===== src/rtl/cfg_loader_pkg.sv =====
package cfg_loader_pkg;

    localparam int BYTE_W = 8;

    typedef enum logic [1:0] {
        MODE_SER = 2'd0,
        MODE_PAR = 2'd1,
        MODE_SEC = 2'd2,
        MODE_BAD = 2'd3
    } mode_e;

    typedef enum logic [2:0] {
        ST_IDLE,
        ST_RST_LOW,
        ST_RST_WAIT,
        ST_CHECK,
        ST_FETCH,
        ST_LOW,
        ST_HIGH,
        ST_TAIL
    } state_e;

    typedef struct packed {
        logic              rst_n;
        logic              clk;
        logic [BYTE_W-1:0] data;
        logic              busy;
    } pins_t;

    // index of the final clock pulse of one byte in each mode
    function automatic logic [2:0] last_pulse(mode_e m);
        case (m)
            MODE_SER: return 3'd7;
            MODE_SEC: return 3'd3;
            default:  return 3'd0;
        endcase
    endfunction

endpackage


===== src/rtl/cfg_pulse_timer.sv =====
module cfg_pulse_timer #(
    parameter int W = 8
) (
    input  logic         clk,
    input  logic         rst_n,
    input  logic         load_i,
    input  logic [W-1:0] val_i,
    output logic         expired_o
);
    logic [W-1:0] cnt_d, cnt_q;

    always_comb begin
        cnt_d = cnt_q;
        if (load_i)
            cnt_d = val_i;
        else if (cnt_q != '0)
            cnt_d = cnt_q - 1'b1;
    end

    always_ff @(posedge clk) begin
        if (!rst_n) cnt_q <= '0;
        else        cnt_q <= cnt_d;
    end

    assign expired_o = (cnt_q == '0);
endmodule


===== src/rtl/cfg_pin_fmt.sv =====
module cfg_pin_fmt
    import cfg_loader_pkg::*;
(
    input  state_e            st_i,
    input  mode_e             mode_i,
    input  logic [BYTE_W-1:0] byte_i,
    input  logic [2:0]        idx_i,
    output pins_t             pins_o
);
    logic [BYTE_W-1:0] shown;

    always_comb begin
        if (mode_i == MODE_SER)
            shown = {{(BYTE_W-1){1'b0}}, byte_i[idx_i]};
        else
            shown = byte_i;

        pins_o.rst_n = (st_i != ST_RST_LOW);
        pins_o.clk   = (st_i == ST_HIGH) || (st_i == ST_TAIL);
        pins_o.data  = ((st_i == ST_LOW) || (st_i == ST_HIGH)) ? shown : '0;
        pins_o.busy  = (st_i != ST_IDLE);
    end
endmodule


===== src/rtl/cfg_loader.sv =====
module cfg_loader
    import cfg_loader_pkg::*;
#(
    parameter int CLK_MHZ      = 100,
    parameter int RST_LOW_US   = 5,
    parameter int RST_WAIT_US  = 100,
    parameter int DONE_WAIT_US = 100,
    parameter int HALF_CYC     = 2,
    parameter int CNT_W        = 16
) (
    input  logic             clk,
    input  logic             rst_n,
    input  logic             start_i,
    input  logic [1:0]       mode_i,
    input  logic [CNT_W-1:0] total_i,
    input  logic             in_valid_i,
    input  logic [7:0]       in_data_i,
    output logic             in_ready_o,
    input  logic             status_i,
    input  logic             done_i,
    output logic             cfg_rst_n_o,
    output logic             cfg_clk_o,
    output logic [7:0]       cfg_data_o,
    output logic             busy_o,
    output logic             ok_o,
    output logic             err_o,
    output logic [CNT_W-1:0] sent_o
);
    localparam int RL_CYC = CLK_MHZ * RST_LOW_US;
    localparam int RW_CYC = CLK_MHZ * RST_WAIT_US;
    localparam int DW_CYC = CLK_MHZ * DONE_WAIT_US;
    localparam int MAX_A  = (RL_CYC > RW_CYC) ? RL_CYC : RW_CYC;
    localparam int MAX_B  = (DW_CYC > HALF_CYC) ? DW_CYC : HALF_CYC;
    localparam int MAX_C  = (MAX_A > MAX_B) ? MAX_A : MAX_B;
    localparam int TMR_W  = $clog2(MAX_C + 1);

    typedef struct packed {
        state_e            st;
        mode_e             mode;
        logic [CNT_W-1:0]  total;
        logic [CNT_W-1:0]  sent;
        logic [BYTE_W-1:0] byte_v;
        logic [2:0]        idx;
        logic              ok;
        logic              err;
    } core_t;

    core_t core_d, core_q;
    pins_t pins_d, pins_q;

    logic             tmr_load;
    logic [TMR_W-1:0] tmr_val;
    logic             tmr_done;

    cfg_pulse_timer #(.W(TMR_W)) u_timer (
        .clk       (clk),
        .rst_n     (rst_n),
        .load_i    (tmr_load),
        .val_i     (tmr_val),
        .expired_o (tmr_done)
    );

    always_comb begin
        core_d   = core_q;
        tmr_load = 1'b0;
        tmr_val  = '0;
        case (core_q.st)
            ST_IDLE: begin
                if (start_i) begin
                    core_d.ok    = 1'b0;
                    core_d.err   = 1'b0;
                    core_d.sent  = '0;
                    core_d.mode  = mode_e'(mode_i);
                    core_d.total = total_i;
                    if (total_i == '0 || mode_i == MODE_BAD) begin
                        core_d.err = 1'b1;
                    end else begin
                        core_d.st = ST_RST_LOW;
                        tmr_load  = 1'b1;
                        tmr_val   = TMR_W'(RL_CYC - 1);
                    end
                end
            end
            ST_RST_LOW: begin
                if (tmr_done) begin
                    core_d.st = ST_RST_WAIT;
                    tmr_load  = 1'b1;
                    tmr_val   = TMR_W'(RW_CYC - 1);
                end
            end
            ST_RST_WAIT: begin
                if (tmr_done) core_d.st = ST_CHECK;
            end
            ST_CHECK: begin
                if (core_q.sent == core_q.total) begin
                    core_d.st = ST_TAIL;
                    tmr_load  = 1'b1;
                    tmr_val   = TMR_W'(DW_CYC - 1);
                end else if (!status_i) begin
                    core_d.err = 1'b1;
                    core_d.st  = ST_IDLE;
                end else begin
                    core_d.st = ST_FETCH;
                end
            end
            ST_FETCH: begin
                if (in_valid_i) begin
                    core_d.byte_v = in_data_i;
                    core_d.idx    = 3'd0;
                    core_d.sent   = core_q.sent + 1'b1;
                    core_d.st     = ST_LOW;
                    tmr_load      = 1'b1;
                    tmr_val       = TMR_W'(HALF_CYC - 1);
                end
            end
            ST_LOW: begin
                if (tmr_done) begin
                    core_d.st = ST_HIGH;
                    tmr_load  = 1'b1;
                    tmr_val   = TMR_W'(HALF_CYC - 1);
                end
            end
            ST_HIGH: begin
                if (tmr_done) begin
                    if (core_q.idx == last_pulse(core_q.mode)) begin
                        core_d.st = ST_CHECK;
                    end else begin
                        core_d.idx = core_q.idx + 3'd1;
                        core_d.st  = ST_LOW;
                        tmr_load   = 1'b1;
                        tmr_val    = TMR_W'(HALF_CYC - 1);
                    end
                end
            end
            ST_TAIL: begin
                if (tmr_done) begin
                    if (done_i) core_d.ok  = 1'b1;
                    else        core_d.err = 1'b1;
                    core_d.st = ST_IDLE;
                end
            end
            default: core_d.st = ST_IDLE;
        endcase
    end

    cfg_pin_fmt u_fmt (
        .st_i   (core_d.st),
        .mode_i (core_d.mode),
        .byte_i (core_d.byte_v),
        .idx_i  (core_d.idx),
        .pins_o (pins_d)
    );

    always_ff @(posedge clk) begin
        if (!rst_n) begin
            core_q <= '0;
            pins_q <= '{rst_n: 1'b1, clk: 1'b0, data: '0, busy: 1'b0};
        end else begin
            core_q <= core_d;
            pins_q <= pins_d;
        end
    end

    assign in_ready_o  = (core_q.st == ST_FETCH);
    assign cfg_rst_n_o = pins_q.rst_n;
    assign cfg_clk_o   = pins_q.clk;
    assign cfg_data_o  = pins_q.data;
    assign busy_o      = pins_q.busy;
    assign ok_o        = core_q.ok;
    assign err_o       = core_q.err;
    assign sent_o      = core_q.sent;
endmodule


===== config.mk =====
export PLATFORM = sky130hd
export DESIGN_NAME = cfg_loader
export DESIGN_NICKNAME = d
export VERILOG_FILES = /design/src/rtl/cfg_loader_pkg.sv /design/src/rtl/cfg_pulse_timer.sv /design/src/rtl/cfg_pin_fmt.sv /design/src/rtl/cfg_loader.sv
export SDC_FILE = /design/constraint.sdc
export NUM_CORES = 1
export LEC_CHECK = 0
export ABC_CLOCK_PERIOD_IN_PS = 3560
export BUFFER_PORTS_ARGS = -buffer_cell sky130_fd_sc_hd__clkbuf_2
export CORE_UTILIZATION = 51
export DETAILED_ROUTE_END_ITERATION = 8
export PLACE_DENSITY = 0.76
export SYNTH_ARGS = -nofsm -noshare
export SYNTH_HDL_FRONTEND = slang
export SYNTH_HIERARCHICAL = 1
export SYNTH_SLANG_ARGS = --single-unit

===== constraint.sdc =====
create_clock -name clk -period 3.56 [get_ports clk]
set_clock_uncertainty 0.1 [all_clocks]
set_input_delay 0.178 -clock clk [delete_from_list [all_inputs] [get_ports clk]]
set_output_delay 0.178 -clock clk [all_outputs]
set_load 0.01 [all_outputs]

==> flow_summary.toml, run 1 <==
[synth]
synthCells = 495
synth_mux_area_frac = 0.03719
synth-xor-area-share = 0.05295
synthAdderAreaFrac = 0.009455
yosys.area_share.simple = 0.3104
ys.flop_type = "dfxtp_1"
synth_compound_area_frac = 0.1371
synth_edf_count = 0
async_reset_ff_frac = 0
synth_top_family_by_area = "simple AND/OR/NAND/NOR gates"
synth-seq-cells = 75
yosysWarnings = 6
ys_seq_area_frac = 0.3782
netlist_area_um2 = 3970
yosysUniqueCellTypes = 64
avgSynthCellArea_um2 = 8.020

[job]
drv_cap = 0

[place]
place.gp.congestion = 0.8769
io_buffers = 61
hpwl_um = 6709
place_inst = 625
dpl_cell_area_um2 = 4249

[setup_path]
crit_type = "reg -> reg"
crit_required_ps = 3760
arrival_ps = 3620
crit_path_max_fanout = 5
r2r_setup_slack_ps = 130
start_kind = "flop"
worstSetupEndpointType = "flop"

[global_route]
antenna_found_initial = 0
grt_max_degree = 39
grt_pass1_vias = 3522
track_usage = 0.2536
overflow = 0
grt_pass1_wl_um = 16470

[die]
placementRows = 31
start_util = 0.5387
die_h_um = 90.23
ios = 62
die_area_um2 = 8141
fp.dieW_um = 90.23
core_region_area_um2 = 7370

[drt]
finalWirelength_um = 10180
ant_nets = 0
vias = 3751
viasPerCell = 5.615
drt_iter0_markers = 228
drt_pass1_iterations = 5
route.detailed.drc = 0
wl_per_cell_um = 15.24

[clock_tree]
cts_made_buffers = 9
cts_tree = "built"
root_buffer = "clkbuf_8"
clk_latency_ps = 350
clk_path_buf_depth = 2
cts.sinks = 75
cts.htree.levels = 3
path_clk_slew_ps = 80

[final_layout]
layout.nets = 599
diodes = 0
layout_commonest_cell = "nand2_1"
final_cell_mix = "91 x nand2_1, 75 x dfxtp_1, 61 x clkbuf_2"
drive_gt1_frac = 0.1898
final_cell_area_um2 = 4772
area_delta_synth_final_pct = 20.20
finish.cell_count_without_fillers = 668
num-fill-cells = 644

[timing]
worstMarginPinSlew_ps = 856.7
slew_violations = 0
fin_crit_sh = 0.9625
timing.fmax_mhz = 291.8
final-hold-violation-count = 0
setup_violations = 0
fin_crit_ps = 3427
relSlewSlack = 0.4282

[hold_path]
holdCritPathClass = "in -> reg"

[power_and_ir_drop]
peakVddDrop_mv = 0.3104
power.density_nw_per_um2 = 548.1
power.leakage_nw = 1.963
p_total_mw = 2.616

[status]
outcome = "finished clean"
[kinds of logic (layout without fill, tap and decap cells)]
logic type      Yosys count  after routing
compound gates           90             90
xor+xnor                 24             24
fa+ha+maj                 3              3
buf+inv                  51            124
flops                    75             75
mux                      13             13
other cells               1              2
simple gates            238            238
[critical path, cell delays in order (launching register included)]
cell and delay (ps):
dfxtp_1 340, inv_1 90, ha_2 200, or4b_4 490, or4_4 470, inv_6 70
nand4b_1 120, a311oi_2 280, mux2i_1 230, buf_4 170, mux2i_1 80, mux4_2 480
o2bb2ai_2 130, and2_1 120
[synth_stat cells, drive strengths merged, types with 2 or more instances]
cell    instances  area (um2)
buf            29       209.0
nand3b          3       22.52
inv             6       22.52
nor4            8       50.05
and2           22       137.6
dfxtp          75        1501
nor2b           5       31.28
nand4b          3       26.28
a21oi          46       234.0
mux2i          11       110.1
or4             5       37.54
nor2           28       107.6
o21ai          20       100.1
a311oi          4       41.29
nand3          21       110.1
clkbuf         16       61.30
or4b            2       23.77
nand2          91       341.6
xnor2          18       157.7
nor3b           3       27.52
o211ai          2       15.01
nand4          12       75.07
o21a            2       15.01
nand2b          3       18.77
nor4b           2       17.52
nor3            8       40.04
a31oi           3       18.77
or2             3       18.77
or3             8       50.05
xor2            6       52.55
and3            4       25.02
ha              3       37.54
o31ai           3       22.52
[routing by layer]
| layer | vias up | GRT usage | wire [um] |
|---|---|---|---|
| met4 | 0 | 0.1062 | 207 |
| li1 | 1854 | - | - |
| met1 | 1764 | 0.3014 | 4253 |
| met2 | 113 | 0.4370 | 5178 |
| met3 | 20 | 0.05922 | 538 |
| met5 | - | 0 | 0 |
[area by class of cell]
type                       instances  area [um2]  share of cell area
timing repair buffer             102       678.2              0.1421
multi-input combinational        370        2192              0.4594
tap                               99       123.9             0.02596
inverter                           6       27.53            0.005768
sequential                        75        1501              0.3146
clock buffer                      10       137.6             0.02884
clock inverter                     6       111.4             0.02334
[worst paths after layout]
kind,startpoint,endpoint,cells past startpoint
max,u_timer/cnt_q[0],cfg_data_o[0],13
min,status_i,core_q[49],3
max reg2reg,u_timer/cnt_q[0],cfg_data_o[0],13
min reg2reg,core_q[8],core_q[8],2
[metrics by stage]
step	TNS, ps	hold slack, ps	util	setup WS [ps]
finish	0	75.88	0.6475	133.4
CTS	0	52.81	0.6457	112.2
detailed placement	0	324.3	0.5766	128.0
global route	-2.835	69.42	0.6475	-2.835
floorplan	0	214.0	-	98.19
global placement	0	320.1	0.5766	194.9
[where the power goes]
part / internal [mW] / leakage, nW / total [mW] / switching, mW
Combinational: 0.345 / 1.23 / 0.769 / 0.424
Clock: 0.486 / 0.123 / 0.808 / 0.322
Sequential: 0.936 / 0.611 / 1.04 / 0.102
Total: 1.77 / 1.96 / 2.62 / 0.849
[repair_timing]
item | CTS | global route
buffers inserted | 0 | 1
hold buffers | 26 | 0
endpoints found under the setup margin | 0 | 8
endpoints found under the hold margin | 26 | 0
gates resized for setup | 0 | 1
[sequential cells by signal (all words and copies together), names as in the netlist]
register       cells
cfg_rst_n_o        1
sent_o            16
core_q            32
cfg_data_o         8
err_o              1
ok_o               1
cfg_clk_o          1
busy_o             1
u_timer/cnt_q     14
Note: power is estimated with default switching activity, not from simulation.
==> inputs of run 2 (changes only) <==
==> constraint.sdc (replaced) <==
create_clock -name clk -period 3.56 [get_ports clk]
set_clock_uncertainty 0.1 [all_clocks]
set_input_delay 1.068 -clock clk [delete_from_list [all_inputs] [get_ports clk]]
set_output_delay 1.068 -clock clk [all_outputs]
set_load 0.01 [all_outputs]
==> run 2 against run 1 <==
  * Flip-flop and latch count stayed put
  * Cell area is 6.7% lower
  * Count of clock-buffer cells in the layout increased by 3
  * Final cell count down 4.3%
  * Wire length is 9.6% lower
  * Core utilization fell by 4.3 points
  * Power shrank 6.6%
  * Clock power is 14% lower
  * Sequential share of layout area is 2.2 points higher
  * Die area unchanged
  * Sequential power about the same
  * First-iteration DRC count down 12%
  * Highest routed layer unchanged
==> flow_summary.toml, run 2 (same netlist as run 1, synthesis figures left out) <==
[timing]
fin_crit_sh = 0.9638
worstMarginPinSlew_ps = 698.4
rsz0062_at_grt = "no"
fin_crit_ps = 3431
setup_violations = 0
timing.fmax_mhz = 291.4
final-hold-violation-count = 0
setup_ws_ps = 128.8
relSlewSlack = 0.5344
setup_tns_ps = 0
slew_violations = 0

[die]
placementRows = 31
core_region_area_um2 = 7370
fp.dieW_um = 90.23
die_area_um2 = 8141
die_h_um = 90.23
start_util = 0.5387
ios = 62

[drt]
finalWirelength_um = 9197
viasPerCell = 5.585
ant_nets = 0
route.detailed.drc = 0
vias = 3569
drt_pass1_iterations = 5
drt_iter0_markers = 200
wl_per_cell_um = 14.39

[global_route]
antenna_found_initial = 0
overflow = 0
grt_pass1_vias = 3325
grt_pass1_wl_um = 15150
track_usage = 0.2330
grt_max_degree = 40

[place]
io_buffers = 61
dp_slack_ps = 86.58
hpwl_um = 6664
place_inst = 622
place.gp.congestion = 0.8788

[clock_tree]
clk_path_buf_depth = 2
clk_latency_ps = 350
hold_buffers = 0
root_buffer = "clkbuf_8"
path_clk_slew_ps = 70
cts.htree.levels = 3
cts_made_buffers = 9
cts_tree = "built"
cts.sinks = 75

[job]
drv_cap = 0

[status]
outcome = "finished clean"

[power_and_ir_drop]
peakVddDrop_mv = 0.2701
power.density_nw_per_um2 = 548.7
power.leakage_nw = 1.818

[final_layout]
register_area_um2 = 1501
regMostFlops = "core_q"
layout_commonest_cell = "nand2_1"
largest_reg_flops = 32
num-fill-cells = 682
finish.cell_count_without_fillers = 639
drive_gt1_frac = 0.1926
layout.nets = 570
final_cell_mix = "91 x nand2_1, 75 x dfxtp_1, 61 x clkbuf_2"
multi_input_area_um2 = 2192
diodes = 0
area_delta_synth_final_pct = 12.20

[setup_path]
crit_type = "reg -> reg"
worstSetupEndpointType = "flop"
crit_required_ps = 3750
arrival_ps = 3630
crit_path_max_fanout = 5
start_kind = "flop"

[hold_path]
holdCritPathClass = "reg -> reg"
## run 2: worst max-delay path: stages (launching register included)
cell,delay [ps]
dfxtp_1,340
inv_1,90
ha_2,200
or4b_4,480
or4_4,470
inv_6,70
nand4b_1,120
a311oi_2,280
mux2i_1,230
buf_4,170
mux2i_1,70
mux4_2,480
o2bb2ai_2,150
and2_1,130
## run 2: final cells by class
type                       count  area share
sequential                    75      0.3371
tap                           99     0.02781
clock buffer                  13     0.03792
multi-input combinational    370      0.4921
clock inverter                 3     0.01011
timing repair buffer          73     0.08876
inverter                       6    0.006180
## run 2: layer usage
metal | track usage | vias to the layer above | share of wire
met5 | 0 | - | 0
met4 | 0.09140 | 0 | 0.018
met3 | 0.05668 | 17 | 0.044
met2 | 0.4052 | 98 | 0.50
met1 | 0.2748 | 1656 | 0.44
li1 | - | 1798 | -
## run 2: final timing paths
kind / depth (start not counted) / end / from / slack (ps)
worst max-delay path: 13 / cfg_data_o[0] / u_timer/cnt_q[0] / 130
worst min-delay path: 2 / core_q[5] / core_q[5] / 370
worst max register to register: 13 / cfg_data_o[0] / u_timer/cnt_q[0] / 130
worst min register to register: 2 / core_q[5] / core_q[5] / 370
## run 2: stage by stage
stage | hold slack [ps] | total power [mW] | instance area, um2 | utilization
final | 365.3 | 2.444 | 4454 | 0.6044
after CTS | 368.8 | 2.445 | 4441 | 0.6025
after global placement | 349.8 | 1.734 | 4227 | 0.5735
after floorplan | 344.3 | 1.598 | 3991 | -
after detailed placement | 358.6 | 1.755 | 4227 | 0.5735
after global routing | 392.2 | 2.579 | 4454 | 0.6044
## run 2: repair_timing
item | in CTS | in global routing
resized for setup | 0 | 1
setup endpoints to repair | 0 | 8
setup buffers | 0 | 1
## run 2: report_power, final
group | leakage (nW) | internal [mW] | switching (mW)
logic | 1.11 | 0.311 | 0.389
clock network | 0.102 | 0.382 | 0.312
registers | 0.611 | 0.937 | 0.113
total | 1.82 | 1.63 | 0.814
